<file path="src/rtl/asm_pkg.sv">
package asm_pkg;
    localparam int DATA_W = 16;

    localparam logic [DATA_W-1:0] OP_LDC = 16'd1;
    localparam logic [DATA_W-1:0] OP_ADD = 16'd2;
    localparam logic [DATA_W-1:0] OP_SUB = 16'd3;
    localparam logic [DATA_W-1:0] OP_STO = 16'd4;
    localparam logic [DATA_W-1:0] OP_BPOS = 16'd5;
    localparam logic [DATA_W-1:0] OP_IN  = 16'd6;
    localparam logic [DATA_W-1:0] OP_OUT = 16'd7;

    typedef enum logic [1:0] {
        PH_FETCH = 2'd0,
        PH_EXEC  = 2'd1,
        PH_HALT  = 2'd2
    } phase_e;

    typedef struct packed {
        phase_e            phase;
        logic [DATA_W-1:0] ic;
        logic [DATA_W-1:0] acc;
        logic [DATA_W-1:0] op;
        logic [DATA_W-1:0] par;
        logic              fault;
    } core_state_t;
endpackage

</file>
<file path="src/rtl/asm_store.sv">
module asm_store #(
    parameter int DEPTH = 64,
    parameter int W     = 16,
    parameter int NRD   = 3,
    localparam int AW   = $clog2(DEPTH)
) (
    input  logic                   clk,
    input  logic                   rst_n,
    input  logic                   we,
    input  logic [AW-1:0]          waddr,
    input  logic [W-1:0]           wdata,
    input  logic [NRD-1:0][AW-1:0] raddr,
    output logic [NRD-1:0][W-1:0]  rdata
);
    logic [W-1:0] mem_q [DEPTH];

    always_ff @(posedge clk or negedge rst_n) begin
        if (!rst_n) begin
            for (int i = 0; i < DEPTH; i++) mem_q[i] <= '0;
        end else if (we) begin
            mem_q[waddr] <= wdata;
        end
    end

    for (genvar g = 0; g < NRD; g++) begin : g_rd
        assign rdata[g] = mem_q[raddr[g]];
    end
endmodule

</file>
<file path="src/rtl/asm_range.sv">
module asm_range #(
    parameter int W     = 16,
    parameter int LIMIT = 64,
    parameter int AW    = 6
) (
    input  logic [W-1:0]  addr,
    output logic          ok,
    output logic [AW-1:0] idx
);
    localparam logic [W-1:0] LIM_W = W'(LIMIT);

    assign ok  = addr < LIM_W;
    assign idx = addr[AW-1:0];
endmodule

</file>
<file path="src/rtl/asm_alu.sv">
module asm_alu #(
    parameter int W = 16
) (
    input  logic [W-1:0] acc,
    input  logic [W-1:0] operand,
    output logic [W-1:0] sum,
    output logic [W-1:0] diff,
    output logic         positive
);
    assign sum      = acc + operand;
    assign diff     = acc - operand;
    assign positive = !acc[W-1] && (|acc);
endmodule

</file>
<file path="src/rtl/asm_machine.sv">
module asm_machine
    import asm_pkg::*;
#(
    parameter int DEPTH = 64,
    localparam int AW   = $clog2(DEPTH)
) (
    input  logic              clk,
    input  logic              rst_n,
    input  logic              pre_en,
    input  logic [AW-1:0]     pre_addr,
    input  logic [DATA_W-1:0] pre_data,
    input  logic              in_valid,
    output logic              in_ready,
    input  logic [DATA_W-1:0] in_data,
    output logic              out_valid,
    input  logic              out_ready,
    output logic [DATA_W-1:0] out_data,
    output logic              halted,
    output logic              fault
);
    localparam int NRD = 3;

    core_state_t st_q, st_d;

    logic                     fetch_ok, par_ok;
    logic [AW-1:0]            fetch_idx, par_idx;
    logic [NRD-1:0][AW-1:0]   rd_addr;
    logic [NRD-1:0][DATA_W-1:0] rd_data;
    logic                     ex_we, mem_we;
    logic [AW-1:0]            mem_waddr;
    logic [DATA_W-1:0]        ex_wdata, mem_wdata;
    logic [DATA_W-1:0]        alu_sum, alu_diff;
    logic                     acc_pos;
    logic                     in_rdy_d, out_vld_d;

    asm_range #(.W(DATA_W), .LIMIT(DEPTH - 1), .AW(AW)) u_fetch_rng (
        .addr (st_q.ic),
        .ok   (fetch_ok),
        .idx  (fetch_idx)
    );

    asm_range #(.W(DATA_W), .LIMIT(DEPTH), .AW(AW)) u_par_rng (
        .addr (st_q.par),
        .ok   (par_ok),
        .idx  (par_idx)
    );

    assign rd_addr[0] = fetch_idx;
    assign rd_addr[1] = fetch_idx + AW'(1);
    assign rd_addr[2] = par_idx;

    assign mem_we    = pre_en ? 1'b1 : ex_we;
    assign mem_waddr = pre_en ? pre_addr : par_idx;
    assign mem_wdata = pre_en ? pre_data : ex_wdata;

    asm_store #(.DEPTH(DEPTH), .W(DATA_W), .NRD(NRD)) u_store (
        .clk   (clk),
        .rst_n (rst_n),
        .we    (mem_we),
        .waddr (mem_waddr),
        .wdata (mem_wdata),
        .raddr (rd_addr),
        .rdata (rd_data)
    );

    asm_alu #(.W(DATA_W)) u_alu (
        .acc      (st_q.acc),
        .operand  (rd_data[2]),
        .sum      (alu_sum),
        .diff     (alu_diff),
        .positive (acc_pos)
    );

    always_comb begin
        st_d      = st_q;
        ex_we     = 1'b0;
        ex_wdata  = st_q.acc;
        in_rdy_d  = 1'b0;
        out_vld_d = 1'b0;

        if (!pre_en) begin
            unique case (st_q.phase)
                PH_FETCH: begin
                    if (!fetch_ok) begin
                        st_d.phase = PH_HALT;
                        st_d.fault = 1'b1;
                    end else begin
                        st_d.op    = rd_data[0];
                        st_d.par   = rd_data[1];
                        st_d.phase = PH_EXEC;
                    end
                end
                PH_EXEC: begin
                    st_d.phase = PH_FETCH;
                    st_d.ic    = st_q.ic + DATA_W'(2);
                    case (st_q.op)
                        OP_LDC: st_d.acc = st_q.par;
                        OP_BPOS: begin
                            if (acc_pos) st_d.ic = st_q.par;
                        end
                        OP_ADD, OP_SUB, OP_STO, OP_IN, OP_OUT: begin
                            if (!par_ok) begin
                                st_d.phase = PH_HALT;
                                st_d.fault = 1'b1;
                                st_d.ic    = st_q.ic;
                            end else if (st_q.op == OP_ADD) begin
                                st_d.acc = alu_sum;
                            end else if (st_q.op == OP_SUB) begin
                                st_d.acc = alu_diff;
                            end else if (st_q.op == OP_STO) begin
                                ex_we = 1'b1;
                            end else if (st_q.op == OP_IN) begin
                                in_rdy_d = 1'b1;
                                if (in_valid) begin
                                    ex_we    = 1'b1;
                                    ex_wdata = in_data;
                                end else begin
                                    st_d.phase = PH_EXEC;
                                    st_d.ic    = st_q.ic;
                                end
                            end else begin
                                out_vld_d = 1'b1;
                                if (!out_ready) begin
                                    st_d.phase = PH_EXEC;
                                    st_d.ic    = st_q.ic;
                                end
                            end
                        end
                        default: begin
                            st_d.phase = PH_HALT;
                            st_d.ic    = st_q.ic;
                        end
                    endcase
                end
                default: st_d = st_q;
            endcase
        end
    end

    always_ff @(posedge clk or negedge rst_n) begin
        if (!rst_n) begin
            st_q <= '{phase: PH_FETCH, ic: '0, acc: '0, op: '0, par: '0, fault: 1'b0};
        end else begin
            st_q <= st_d;
        end
    end

    assign in_ready  = in_rdy_d;
    assign out_valid = out_vld_d;
    assign out_data  = rd_data[2];
    assign halted    = (st_q.phase == PH_HALT);
    assign fault     = st_q.fault;
endmodule

</file>
<file path="config.mk">
export PLATFORM = sky130hd
export DESIGN_NAME = asm_machine
export DESIGN_NICKNAME = d
export VERILOG_FILES = /design/src/rtl/asm_pkg.sv /design/src/rtl/asm_store.sv /design/src/rtl/asm_range.sv /design/src/rtl/asm_alu.sv /design/src/rtl/asm_machine.sv
export SDC_FILE = /design/constraint.sdc
export NUM_CORES = 2
export LEC_CHECK = 0
export BUFFER_PORTS_ARGS = -buffer_cell sky130_fd_sc_hd__buf_2
export CAP_MARGIN = 20
export CORE_ASPECT_RATIO = 1.1
export CORE_MARGIN = 1.5
export CORE_UTILIZATION = 35
export CTS_CLUSTER_SIZE = 30
export DETAILED_ROUTE_END_ITERATION = 10
export GPL_TIMING_DRIVEN = 0
export HOLD_SLACK_MARGIN = 0.05
export PLACE_DENSITY = 0.5
export SLEW_MARGIN = 5
export SYNTH_ARGS = -nofsm -noshare
export SYNTH_HDL_FRONTEND = slang
export SYNTH_SLANG_ARGS = --single-unit
</file>
<file path="constraint.sdc">
create_clock -name clk -period 15.5 [get_ports clk]
set_clock_uncertainty 0.15 [all_clocks]
set_input_delay 2.325 -clock clk [delete_from_list [all_inputs] [get_ports clk]]
set_output_delay 2.325 -clock clk [all_outputs]
set_load 0.02 [all_outputs]
</file>
Yosys cells after proc, flatten, opt, wreduce, memory -nomap -nowiden
Index checks and enable logic that the tools add are counted.
- bits in read-only memories: 0
- flip-flop bits (word level): 1091
- output and inout bits: 20
- input port bits: 43
- memories: 0
- logic and storage cells: 184
- bits in latches: 0
- memory bits (writable): 0
- eq/ne operators: 16
- $mul: 0
- bitwise gates (word level): 5
- divide/modulo/power cells: 0
- multiplexer cells: 67
- shift-type cells: 0
- order comparisons: 7
- reductions and logical operators: 15
- add/sub/neg operators: 4
- operator list (kind ; number):
    $bwmux 1024 ; 1
    $mux 16 ; 20
    $bmux 16 s6 ; 3
    $demux 16 s6 ; 1
    $mux 18 ; 5
    $eq 16x3->1 const B ; 4
    $pmux 16 s3 ; 1
    $mux 17 ; 2
    $eq 16x2->1 const B ; 2
    $pmux 16 s2 ; 1
    $ge 7x7->1 const B ; 4
    $mux 1 ; 28
    $not 6->7 ; 4
    $add 16x16->16 ; 1
    $add 16x2->16 const B ; 1
    $eq 16x1->1 const B ; 1
    $lt 16x6->1 const B ; 1
    $lt 16x7->1 const B ; 1
    $reduce_or 16->1 ; 1
    $sub 16x16->16 ; 1
    $ne 6x6->1 const B ; 2
    $reduce_and 5->1 ; 2
    $pmux 2 s2 ; 2
    $lt 7x1->1 const B ; 1
    other kinds (20) ; 24

Logic depth before layout (Yosys ltp)
- depth after elaboration: 10
- depth in mapped cells: 26
- depth with buffers taken out: 20

Hierarchy
Synthesis repeated with hierarchy kept, for this count alone.
- cell total of the unflattened synthesis: 4957
- area, all modules: 69023.7 sq um
- modules (own cells, without submodules) (module ; seq. area each (sq um) ; area an instance (sq um) ; times used ; cells an instance):
    asm_store ; 25624.6 ; 63229.4 ; 1 ; 4310
    asm_machine ; 1676.6 ; 4025.1 ; 1 ; 401
    asm_alu ; 0.0 ; 1602.8 ; 1 ; 225
    asm_range at u_fetch_rng ; 0.0 ; 93.8 ; 1 ; 12
    asm_range at u_par_rng ; 0.0 ; 72.6 ; 1 ; 9

Worst setup path after synthesis
OpenSTA, ideal clock, no wires.
- kind: input -> output
- start: input pre_en
- end: output in_ready
- stages: 4
- path slack: 9.381 ns
- data arrival time: 3.644 ns
- cell sequence: clkbuf_1 > buf_1 > buf_1 > nor4_1
- longest elaborated chain between the ends: 1
- ends and longest elaborated chain (item ; line ; text):
    start, declared ; asm_machine.sv:9 ; input logic pre_en,
    $mux 1 ; asm_machine.sv:81 ; if (!pre_en) begin
    end, declared ; asm_machine.sv:13 ; output logic in_ready,
No other way between the ends.

==> impl_metrics.yaml <==
drt:
  dr_total_vias: 61300
  detail_route.first_pass.iterations: 9
  totalWireLength_microns: 445000
  drt_drc_violations_left: 0
  detail_route.vias_per_cell: 7.15
  postRouteAntennaNets: 0
  dr.first_iter.drc_count: 10900
  drt-wirelength-per-cell_microns: 51.9
worst_setup_path:
  worst_path_dominant_cell_family: "buffers and inverters"
  worst-path-stages: 11
  critical_path_required_ns: 13.03
  timing.critical_path.from_type: "flop"
  worstSetupEndpoint: "out_data[6]"
  sequence_of_cells_on_the_critical_path: "buf_2, buf_2, buf_2, buf_2, buf_2, mux4_2, a22oi_1, a21o_1, o211ai_1, buf_4, buf_2"
  crit_path_top_cell_by_count: "sky130_fd_sc_hd__buf_2"
  worst_ep_arrival_time_ns: 7.72
  endpoint_kind: "output pin"
  r2r_slack_ns: 5.37
  crit_path_max_incr_delay_ns: 1.03
  r2r-end: "st_q[47]"
  crit_path_max_fanout: 11
  setup.worst_path.start: "st_q[2]"
  standard_cell_with_the_maximum_stage_delay_on_the_critical_path: "sky130_fd_sc_hd__buf_2"
  rr_worst_depth: 21
  worst-path-buf-inv: 7
  r2r_start: "st_q[2]"
  category_of_the_most_critical_setup_path: "flop to output pin"
clocking:
  cts_resized: 0
  tritoncts_clock_tree: "yes"
  insertion_delay_ns: 0.87
  cts-buffers-inserted: 134
  number_of_setup_buffers_added_after_cts: 0
  cts-hold-fix-buffers: 0
  clock_tree.buffer_depth: 3
  clk_pin_slew_ns: 0.06
  tritoncts_num_sinks: 1091
  htree_levels: 4
  ctsRootBufferMaster: "sky130_fd_sc_hd__clkbuf_16"
synthesis:
  syn-num-nets: 5703
  post-synth-top-area-cell: "sky130_fd_sc_hd__dfrtp_1"
  ys_flop_type: "sky130_fd_sc_hd__dfrtp_1"
  synth.yosys.warnings: 0
  seq_area_frac_synth_pct: 41.8
  ys_async_sr_fraction_pct: 100
  syn_area_sq_mm: 0.0653
  postSynthAreaPerCell_sq_um: 11.6
  yosys-top-cells-area: "sky130_fd_sc_hd__dfrtp_1, sky130_fd_sc_hd__mux4_2, sky130_fd_sc_hd__o21ai_0, sky130_fd_sc_hd__nand2_1, sky130_fd_sc_hd__clkbuf_1"
  synthesis.instances: 5636
  synthDistinctLibCells: 79
  synth_edf_count: 0
  synth_top_cell_area_share_pct: 41.8
  postSynthRegisterBits: 1091
sta:
  setup_ws_ns: 5.31
  hold-worst-slack_ns: 0.365
  timing_max_transition_violations_final: 0
  timing.setup.tns_ns: 0
  timing.final.crit_share_pct: 65.7
  finalSetupViolCount: 0
  rsz0062_at_grt: "no"
  maximum_frequency_from_static_timing_analysis_mhz: 98.1
  finalWorstPathRequiredPeriod_ns: 10.19
  hold_violations: 0
  timing.slew.headroom_pct: 5.62
  worstMarginPinSlew_ns: 1.42
power_and_ir_drop:
  seq_power_share_pct: 41.2
  p_sw_mw: 2.41
  pwr-share-clk_pct: 43.7
  internal_power_mw: 5.50
  switching_share_pct: 30.4
  p_total_mw: 7.90
  combinationalPowerShare_pct: 15.1
  p_leak_nw: 30.0
  power.ir.vdd_worst_uv: 118
  power.density_mw_per_mm2: 104
die:
  core.rowCount: 166
  top_level_ports: 63
  initial_core_util_pct: 35.1
  floorplan.die.height_microns: 456
  die_area_sq_mm: 0.189
  core_sq_mm: 0.186
  die_w_microns: 415
placed_design:
  quantity_of_i_o_buffers_inserted_on_ports: 61
  place_area_sq_mm: 0.0711
  place_hpwl_microns: 337000
  detailedPlace.worstSlack_ns: 6.07
  gp_congestion: 1.14
  placed_cells_incl_taps: 8247
finish:
  layout.cells.most_common: "sky130_fd_sc_hd__nand2_1"
  number_of_cells_in_the_finished_layout_apart_from_fillers: 8582
  final_instance_area_sq_mm: 0.0761
  fillcell_total: 17900
  layout.nets: 6024
  fin_util_pct: 41.0
  drive_above_1_share_pct: 25.3
  layout_common_cells: "sky130_fd_sc_hd__nand2_1, sky130_fd_sc_hd__o21ai_0, sky130_fd_sc_hd__dfrtp_1, sky130_fd_sc_hd__mux4_2, sky130_fd_sc_hd__clkbuf_1"
  area_delta_synth_final_pct: 16.5
global_routing:
  grt_usage_pct: 46.8
  grt_max_degree: 153
  grt_pass1_wl_microns: 572000
  globalRoute.totalOverflow: 0
  grt_antenna_before_repair: 85
  first_global_vias: 55800
min_path:
  holdCritPathClass: "flop to flop"
run:
  timing.max_cap.violations: 0
run_status:
  run_status: "finished, final reports clean"
per-layer routing:
layer | routed length, microns | vias up | GRT usage [%] | part of all wire [%]
met5 | 224 | - | 0.405 | 0.050
met4 | 50100 | 26 | 41.6 | 11
met3 | 64800 | 1754 | 22.9 | 15
met2 | 179000 | 6072 | 63.2 | 40
met1 | 152000 | 31500 | 54.5 | 34
li1 | - | 22000 | - | -
worst min-delay path by stage:
stage | end | cells past startpoint | slack [ns] | from
global placement | u_store.mem_q[296] | 2 | 0.34 | u_store.mem_q[296]
global route | st_q[28] | 1 | 0.39 | st_q[28]
finish | st_q[28] | 1 | 0.37 | st_q[28]
CTS | st_q[28] | 1 | 0.36 | st_q[28]
floorplan | u_store.mem_q[244] | 2 | 0.33 | u_store.mem_q[244]
detailed placement | st_q[28] | 1 | 0.35 | st_q[28]
cells by family (layout without fill, tap and decap cells):
group,after synthesis,in the layout,share of synthesized area [%]
compound gates,1377,1377,11.5
xor+xnor,31,31,0.416
fa+ha+maj,24,24,0.472
buf+inv,631,1061,4.09
flops,1091,1091,41.8
mux,1055,1055,32.9
other cells,0,80,0
simple gates,1427,1427,8.83
worst register-to-register path, cell delays in order, from the launching register on:
cell and delay [ns]:
sky130_fd_sc_hd__dfrtp_1 0.74, sky130_fd_sc_hd__buf_2 0.61, sky130_fd_sc_hd__buf_2 0.59, sky130_fd_sc_hd__buf_2 1.03, sky130_fd_sc_hd__buf_2 0.93, sky130_fd_sc_hd__buf_2 1.03
sky130_fd_sc_hd__mux4_2 0.50, sky130_fd_sc_hd__a22oi_1 0.46, sky130_fd_sc_hd__a21o_1 0.31, sky130_fd_sc_hd__o211ai_1 0.25, sky130_fd_sc_hd__nor4_1 0.41, sky130_fd_sc_hd__nand2_1 0.08
sky130_fd_sc_hd__o21ai_0 0.20, sky130_fd_sc_hd__xnor2_1 0.32, sky130_fd_sc_hd__ha_1 0.40, sky130_fd_sc_hd__and2_1 0.18, sky130_fd_sc_hd__a221o_1 0.36, sky130_fd_sc_hd__a21o_1 0.22
sky130_fd_sc_hd__a2111oi_0 0.64, sky130_fd_sc_hd__o21bai_1 0.17, sky130_fd_sc_hd__a311oi_1 0.31, sky130_fd_sc_hd__a21oi_1 0.08
cells in the mapped netlist (all sizes together) (3+ instances only):
library cell and n:
nand2 1127, o21ai 1099, dfrtp 1091, mux4 869
clkbuf 436, mux2i 160, buf 158, nor2 103
a21oi 84, nand3 57, nor3 45, a22oi 40
inv 37, mux2 26, o22ai 25, ha 23
xnor2 18, nor2b 17, nor4 17, a211oi 16
a31oi 16, o221ai 16, xor2 13, a221oi 12
a22o 11, and3 10, a21o 9, and2 8
nand2b 8, nand4 8, nor3b 7, o211ai 7
or2 5, o22a 4, o31ai 4, o32ai 4
a32oi 3, nand3b 3, o21a 3, o21bai 3
o41ai 3, or3b 3, or4 3
power groups by stage:
stage	logic [mW]	registers, mW	clock network [mW]
global route	1.21	3.27	3.54
floorplan	0.606	3.20	0
finish	1.19	3.26	3.45
detailed placement	1.13	3.29	0
CTS	1.13	3.24	3.44
global placement	1.08	3.28	0
flip-flops by register name, summed over array words and instances (netlist names):
name           count
fault              1
st_q              66
u_store.mem_q   1024
area by class of cell:
class	count	area, sq um	area share [%]
repair buffers	185	2480	3.27
clock buffers	194	3900	5.13
flip-flops and latches	1091	27300	35.9
inverters	37	139	0.183
multi-input cells	3914	35600	46.8
diodes	80	200	0.263
well taps	2436	3050	4.01
clock inverters	51	771	1.01
plain buffers	594	2650	3.48
No activity file was read; power rests on OpenSTA's default activity.
